[src/rtl/pci_cfgd_pkg.sv]
package pci_cfgd_pkg;
  typedef enum logic [1:0] {
    CMD_NONE = 2'd0,
    CMD_CFG  = 2'd1,
    CMD_IO   = 2'd2,
    CMD_IACK = 2'd3
  } bus_cmd_e;

  localparam int OFF_ADDR = 0;
  localparam int OFF_DATA = 4;
  localparam int OFF_IACK = 8;
endpackage

[src/rtl/cfgd_decode.sv]
module cfgd_decode
  import pci_cfgd_pkg::*;
#(
  parameter int OFF_W = 4,
  parameter int BE_W  = 4
) (
  input  logic [OFF_W-1:0] off,
  input  logic             we,
  input  logic [BE_W-1:0]  be,
  input  logic             en,
  output logic             launch,
  output bus_cmd_e         cmd,
  output logic             hit_areg
);
  logic hit_data, hit_iack;

  always_comb begin
    hit_areg = (off == OFF_W'(OFF_ADDR));
    hit_data = (off == OFF_W'(OFF_DATA));
    hit_iack = (off == OFF_W'(OFF_IACK));
    launch   = (hit_data && (|be)) || (hit_iack && !we);
    if (!launch)      cmd = CMD_NONE;
    else if (hit_iack) cmd = CMD_IACK;
    else if (en)      cmd = CMD_CFG;
    else              cmd = CMD_IO;
  end
endmodule

[src/rtl/cfgd_lane_mask.sv]
module cfgd_lane_mask #(
  parameter int BE_W = 4
) (
  input  logic [BE_W-1:0]   be,
  output logic [BE_W*8-1:0] mask
);
  for (genvar i = 0; i < BE_W; i++) begin : g_lane
    assign mask[i*8 +: 8] = {8{be[i]}};
  end
endmodule

[src/rtl/pci_cfg_dispatch.sv]
module pci_cfg_dispatch
  import pci_cfgd_pkg::*;
#(
  parameter int OFF_W  = 4,
  parameter int DATA_W = 32
) (
  input  logic                clk,
  input  logic                rst,
  input  logic                loc_req,
  input  logic                loc_we,
  input  logic [OFF_W-1:0]    loc_off,
  input  logic [DATA_W/8-1:0] loc_be,
  input  logic [DATA_W-1:0]   loc_wdata,
  output logic                loc_ack,
  output logic [DATA_W-1:0]   loc_rdata,
  output logic                bus_req,
  output logic [1:0]          bus_cmd,
  output logic                bus_we,
  output logic [DATA_W-1:0]   bus_addr,
  output logic [DATA_W/8-1:0] bus_be,
  output logic [DATA_W-1:0]   bus_wdata,
  input  logic                bus_done,
  input  logic [DATA_W-1:0]   bus_rdata
);
  localparam int BE_W   = DATA_W / 8;
  localparam int EN_BIT = DATA_W - 1;

  typedef enum logic {ST_IDLE, ST_BUS} state_e;
  state_e state;

  logic [DATA_W-1:0] areg;
  logic              dec_launch;
  bus_cmd_e          dec_cmd;
  logic              dec_areg;
  logic [DATA_W-1:0] rd_mask;

  cfgd_decode #(.OFF_W(OFF_W), .BE_W(BE_W)) u_dec (
    .off      (loc_off),
    .we       (loc_we),
    .be       (loc_be),
    .en       (areg[EN_BIT]),
    .launch   (dec_launch),
    .cmd      (dec_cmd),
    .hit_areg (dec_areg)
  );

  cfgd_lane_mask #(.BE_W(BE_W)) u_mask (
    .be   (bus_be),
    .mask (rd_mask)
  );

  always_ff @(posedge clk) begin
    if (rst) begin
      state     <= ST_IDLE;
      areg      <= '0;
      loc_ack   <= 1'b0;
      loc_rdata <= '0;
      bus_req   <= 1'b0;
      bus_cmd   <= CMD_NONE;
      bus_we    <= 1'b0;
      bus_addr  <= '0;
      bus_be    <= '0;
      bus_wdata <= '0;
    end else begin
      loc_ack <= 1'b0;
      case (state)
        ST_IDLE: begin
          if (loc_req) begin
            if (dec_launch) begin
              state     <= ST_BUS;
              bus_req   <= 1'b1;
              bus_cmd   <= dec_cmd;
              bus_we    <= loc_we;
              bus_addr  <= {1'b0, areg[DATA_W-2:2], 2'b00};
              bus_be    <= (dec_cmd == CMD_IACK) ? {BE_W{1'b1}} : loc_be;
              bus_wdata <= loc_wdata;
            end else begin
              loc_ack   <= 1'b1;
              loc_rdata <= (dec_areg && !loc_we) ? areg : '0;
              if (dec_areg && loc_we) begin
                for (int i = 0; i < BE_W; i++) begin
                  if (loc_be[i]) areg[i*8 +: 8] <= loc_wdata[i*8 +: 8];
                end
                areg[1:0] <= 2'b00;
              end
            end
          end
        end
        ST_BUS: begin
          if (bus_done) begin
            state     <= ST_IDLE;
            bus_req   <= 1'b0;
            loc_ack   <= 1'b1;
            loc_rdata <= bus_we ? '0 : (bus_rdata & rd_mask);
          end
        end
        default: state <= ST_IDLE;
      endcase
    end
  end
endmodule

[config.mk]
export PLATFORM = sky130hd
export DESIGN_NAME = pci_cfg_dispatch
export DESIGN_NICKNAME = d
export VERILOG_FILES = /design/src/rtl/pci_cfgd_pkg.sv /design/src/rtl/cfgd_decode.sv /design/src/rtl/cfgd_lane_mask.sv /design/src/rtl/pci_cfg_dispatch.sv
export SDC_FILE = /design/constraint.sdc
export NUM_CORES = 1
export LEC_CHECK = 0
export BUFFER_PORTS_ARGS = -buffer_cell sky130_fd_sc_hd__buf_2
export CAP_MARGIN = 5
export CELL_PAD_IN_SITES_DETAIL_PLACEMENT = 0
export CELL_PAD_IN_SITES_GLOBAL_PLACEMENT = 1
export CORE_MARGIN = 2
export CORE_UTILIZATION = 37
export CTS_BUF_LIST = sky130_fd_sc_hd__clkbuf_16
export DETAILED_ROUTE_END_ITERATION = 10
export GPL_TIMING_DRIVEN = 1
export MAX_ROUTING_LAYER = met4
export PLACE_DENSITY_LB_ADDON = 0.1
export SETUP_SLACK_MARGIN = 0.02
export SYNTH_ARGS = -nofsm -noshare
export SYNTH_HDL_FRONTEND = slang
export SYNTH_SLANG_ARGS = --single-unit
[constraint.sdc]
create_clock -name clk -period 2.1 [get_ports clk]
set_input_delay 0.105 -clock clk [delete_from_list [all_inputs] [get_ports clk]]
set_output_delay 0.105 -clock clk [all_outputs]
set_load 0.01 [all_outputs]
# After elaboration in Yosys (flattened, before gate mapping)
# Cells that the tools add are included.
# W data, S select, Z words.
# totals
register_bits	133
input_bits	77
out_inout_bits	105
# classes
reduce_logical	15
bitwise_logic	3
muxes	22
eq_ne	7
# ops
operator	count
$mux W32	5
$pmux W32 S2	1
$and A32 B32 Y32	1
$reduce_and A5 Y1	4
$mux W1	9
$reduce_and A3 Y1	3
$ne A2 B2 Y1 const B	4
$mux W2	3
$pmux W1 S2	3
$eq A4 B3 Y1 const B	1
$eq A4 B4 Y1 const B	1
$logic_and A1 B1 Y1	4
$logic_not A4 Y1	1
$mux W4	1
$reduce_or A4 Y1	1
$eq A2 B2 Y1 const B	1
$not A1 Y1	2
$logic_not A1 Y1	1
$logic_or A1 B1 Y1	1

# Logic depth before layout (Yosys ltp)
# depth
ltp_word	6
mapped_depth	7
ltp_nobuf	4

# By module
# From an unflattened synthesis, not the netlist that was laid out.
# hier_totals
cells_unflattened	640
hier_area_um2	5810.6
# by_module_without_submodules
mod	area_each_um2	cells_each	seq_area_each_um2	instances
pci_cfg_dispatch	5502.8	597	2662.6	1
cfgd_lane_mask	240.2	32	0.0	1
cfgd_decode	67.6	11	0.0	1

# Worst setup path after synthesis
# Ideal clock, no wire load.
# synth_timing
kind	in2reg
start	in loc_off[2]
end	reg loc_rdata[10]
stages	7
path_slack_ns	0.497
n_path_buf	3
arrival_time_ns	1.458
path_cell_list	or4b_1 buf_2 o221ai_2 and2_1 buf_4 buf_6 a211oi_1
# synth_via
elab_chain_cells	6
elab_cells_between_ends	13
cone_classes	eq/ne: 3; mux: 4; reduce/logical: 6
# synth_rtl
item	line_no	text
from (decl)	pci_cfg_dispatch.sv:11	input logic [OFF_W-1:0] loc_off,
$logic_not A4 Y1	cfgd_decode.sv:18	hit_areg = (off == OFF_W'(OFF_ADDR));
$logic_and A1 B1 Y1	pci_cfg_dispatch.sv:79	loc_rdata <= (dec_areg && !loc_we) ? areg : '0;
$mux W32	pci_cfg_dispatch.sv:79	
$mux W32	pci_cfg_dispatch.sv:69	if (dec_launch) begin
$mux W32	pci_cfg_dispatch.sv:68	if (loc_req) begin
$pmux W32 S2	pci_cfg_dispatch.sv:66	case (state)
to (signal assigned)	pci_cfg_dispatch.sv:79	
to (signal assigned)	pci_cfg_dispatch.sv:94	loc_rdata <= bus_we ? '0 : (bus_rdata & rd_mask);
to (decl)	pci_cfg_dispatch.sv:15	output logic [DATA_W-1:0] loc_rdata,
# Several ways; a longest one is shown, not always the timed one. The select of a mux whose other input is x is not followed.
# A chain may end at the register's enable or synchronous reset.

# Final worst setup path
# layout_timing
start	in loc_be[0]
end	reg loc_rdata[10]
# layout_via
elab_chain_cells	5
# layout_rtl
item	line_no	text
from (decl)	pci_cfg_dispatch.sv:12	input logic [DATA_W/8-1:0] loc_be,
$reduce_or A4 Y1	cfgd_decode.sv:21	launch = (hit_data && (|be)) || (hit_iack && !we);
$logic_and A1 B1 Y1	cfgd_decode.sv:21	
$logic_or A1 B1 Y1	cfgd_decode.sv:21	
$ne A2 B2 Y1 (no line)	-	
$reduce_and A3 Y1 (no line)	-	
# Every way passes these cells.

==> impl_metrics.yaml <==
sta:
  fin_crit_sh: 0.854
  worstMarginPinSlew_ns: 0.637
  slew_headroom: 0.569
  fmax_mhz: 557
  slew_violations: 0
  setup-violations-final: 0
  rsz0062_at_grt: "no"
  layout_setup_ws_ns: 0.306
  finalSetupTns_ns: 0
  min_period_ns: 1.79
  finalHoldViolCount: 0
  fin_hold_ws_ns: 0.0196
  skew_ns: 0.00684
worst_setup_path:
  crit_fanout: 20
  max_stage_delay_ns: 0.54
  cp-start-kind: "input pin"
  end_kind: "flip-flop"
  crit_chain: "dlygate4sd3_1 > buf_2 > nor4_2 > buf_4 > o221ai_4 > and2_2 > buf_4 > a211oi_1"
  critPathBufInv: 4
  crit_slowest_cell: "dlygate4sd3_1"
  required_ns: 2.42
  crit_arrival_ns: 2.11
  path_common_cell: "buf_4"
  path_class: "input pin to flip-flop"
  crit_family: "buffers and inverters"
layout:
  multiInputGateArea_sq_um: 2290
  utilization: 0.530
  fillers: 1332
  synthToLayoutAreaGrowth_pct: 38.5
  seq_area_sq_um: 2660
  n_antenna_cell: 0
  mostFrequentLayoutCell: "buf_2"
  final_cell_mix: "buf_2, dfxtp_1, a21oi_1"
  drive_gt1_frac: 0.311
  fin_nets: 859
route:
  drc: 0
  drtPass1Iterations: 6
  vias: 5349
  drt_first_iter_violations: 424
  drt_wl_total_microns: 17800
  wl_per_cell_microns: 18.3
  vias_per_cell: 5.49
  ant_nets: 0
clocking:
  worstSkewPairLatency_ns: 0.42
  clockRootBuffer: "clkbuf_16"
  clkTransAtPathRegs_ns: 0.05
  cts_buffers: 17
  cts_buffer_depth: 2
  cts_tree: "built"
  cts.sinks: 133
  h-tree-depth: 4
pwr:
  power.switching_mw: 1.42
  p_int_mw: 4.52
  peakVddDrop_uv: 573
  p_per_area_nw_per_um2: 802
  switching_share: 0.239
  power_frac_clock: 0.460
  power_frac_comb: 0.100
  power.total_mw: 5.94
  leakage_nw: 3.37
  p_seq_frac: 0.440
placement:
  hpwl_microns: 11900
  gp_congestion: 0.838
  port_buffers: 178
  post-place-ws_ns: 0.157
logic_synthesis:
  synthCells: 580
  synth_seq_area_share: 0.498
  synthFlopType: "dfxtp_1"
  synthesis.area_sq_um: 5350
  yosysWarnings: 0
  synth_cell_types: 35
  ys_seq_elements: 133
  synth_edf_count: 0
  synth.avg_cell_area_sq_um: 9.22
  async_flop_share: 0
floorplanning:
  pin_count: 182
  fp-row-count: 43
  die_w_microns: 124
  die_h_microns: 124
  die_area_sq_um: 15400
  start_util: 0.382
  core_sq_um: 14000
global_route:
  antenna_found_initial: 0
  grt_pass1_wl_microns: 28400
  grt_max_degree: 73
  grt_overflow_total: 0
  track_usage: 0.235
  grt_pass1_vias: 5330
min_path:
  hold_class: "input pin to flip-flop"
run:
  drv_cap: 0
status:
  status: "completed"
[layer usage]
layer	vias up	share of wire	GRT usage	wire (microns)
li1	2523	-	-	-
met1	2601	0.45	0.295	8030
met2	209	0.48	0.375	8490
met3	16	0.062	0.0624	1100
met4	0	0.0091	0.0641	161
met5	-	0	-	0
[final timing paths]
path / depth (start not counted) / endpoint / start / slack, ns
worst min register to register: 2 / loc_rdata[17] / loc_rdata[17] / 0.45
worst max-delay path: 8 / loc_rdata[10] / loc_be[0] / 0.31
worst min-delay path: 3 / state / bus_done / 0.02
worst max register to register: 4 / loc_rdata[10] / state / 0.47
[through the flow]
step | cells | area (sq um)
after floorplan | 582 | 5360
after global placement | 905 | 6500
after detailed placement | 905 | 6500
after CTS | 974 | 7410
after global routing | 974 | 7410
final | 974 | 7410
[layout make-up]
class / count / share of cell area
sequential: 133 / 0.359
multi-input combinational: 349 / 0.309
timing repair buffer: 245 / 0.211
clock buffer: 17 / 0.0574
tap: 180 / 0.0304
inverter: 36 / 0.0182
clock inverter: 14 / 0.0144
[cells in the mapped netlist (2+ instances only)]
cell	n	area [sq um]
a32o_1	2	20.0
nor2_1	31	116
buf_2	7	35.0
nand3_1	62	310
or4b_1	2	20.0
buf_1	3	11.3
a222oi_1	30	300
a311oi_1	6	52.6
and3b_1	4	35.0
buf_6	3	33.8
nor4_2	2	25.0
inv_1	36	135
dfxtp_1	133	2660
a21oi_1	68	340
nor2b_1	2	12.5
clkbuf_1	41	154
buf_4	9	67.6
o21ai_0	62	310
a211oi_1	20	150
a211oi_2	10	125
nand4_1	4	25.0
mux2i_1	30	300
[sequential cells by signal (all words and copies together), names as in the netlist]
| name | count |
|---|---|
| loc_rdata | 32 |
| areg | 30 |
| loc_ack | 1 |
| bus_addr | 29 |
| state | 1 |
| bus_be | 4 |
| bus_req | 1 |
| bus_wdata | 32 |
| bus_cmd | 2 |
| bus_we | 1 |
[worst min-delay path: stages]
cell and delay, ns:
buf_2 0.09, nor2b_1 0.04, o21a_1 0.15
[power by group through the flow]
stage	logic, mW	registers [mW]	clock network [mW]
finish	0.592	2.62	2.74
global route	0.642	2.62	2.90
CTS	0.589	2.62	2.78
detailed placement	0.533	2.67	0
global placement	0.524	2.67	0
floorplan	0.261	2.69	0
[logic make-up (layout without fill, tap and decap cells)]
logic type,count (synthesis),after routing,share of synthesized area
other cells,1,3,0.000701
compound gates,203,203,0.253
buf+inv,100,312,0.0826
mux,30,30,0.0561
flops,133,133,0.498
simple gates,113,113,0.110
[what timing repair did]
| action | in CTS | in global routing |
|---|---|---|
| endpoints found under the setup margin | 0 | 0 |
| buffers inserted | 0 | 0 |
| hold buffers | 38 | 0 |
| endpoints found under the hold margin | 68 | 0 |
| gates resized for setup | 0 | 0 |
Power figures use the tool's default switching activity.
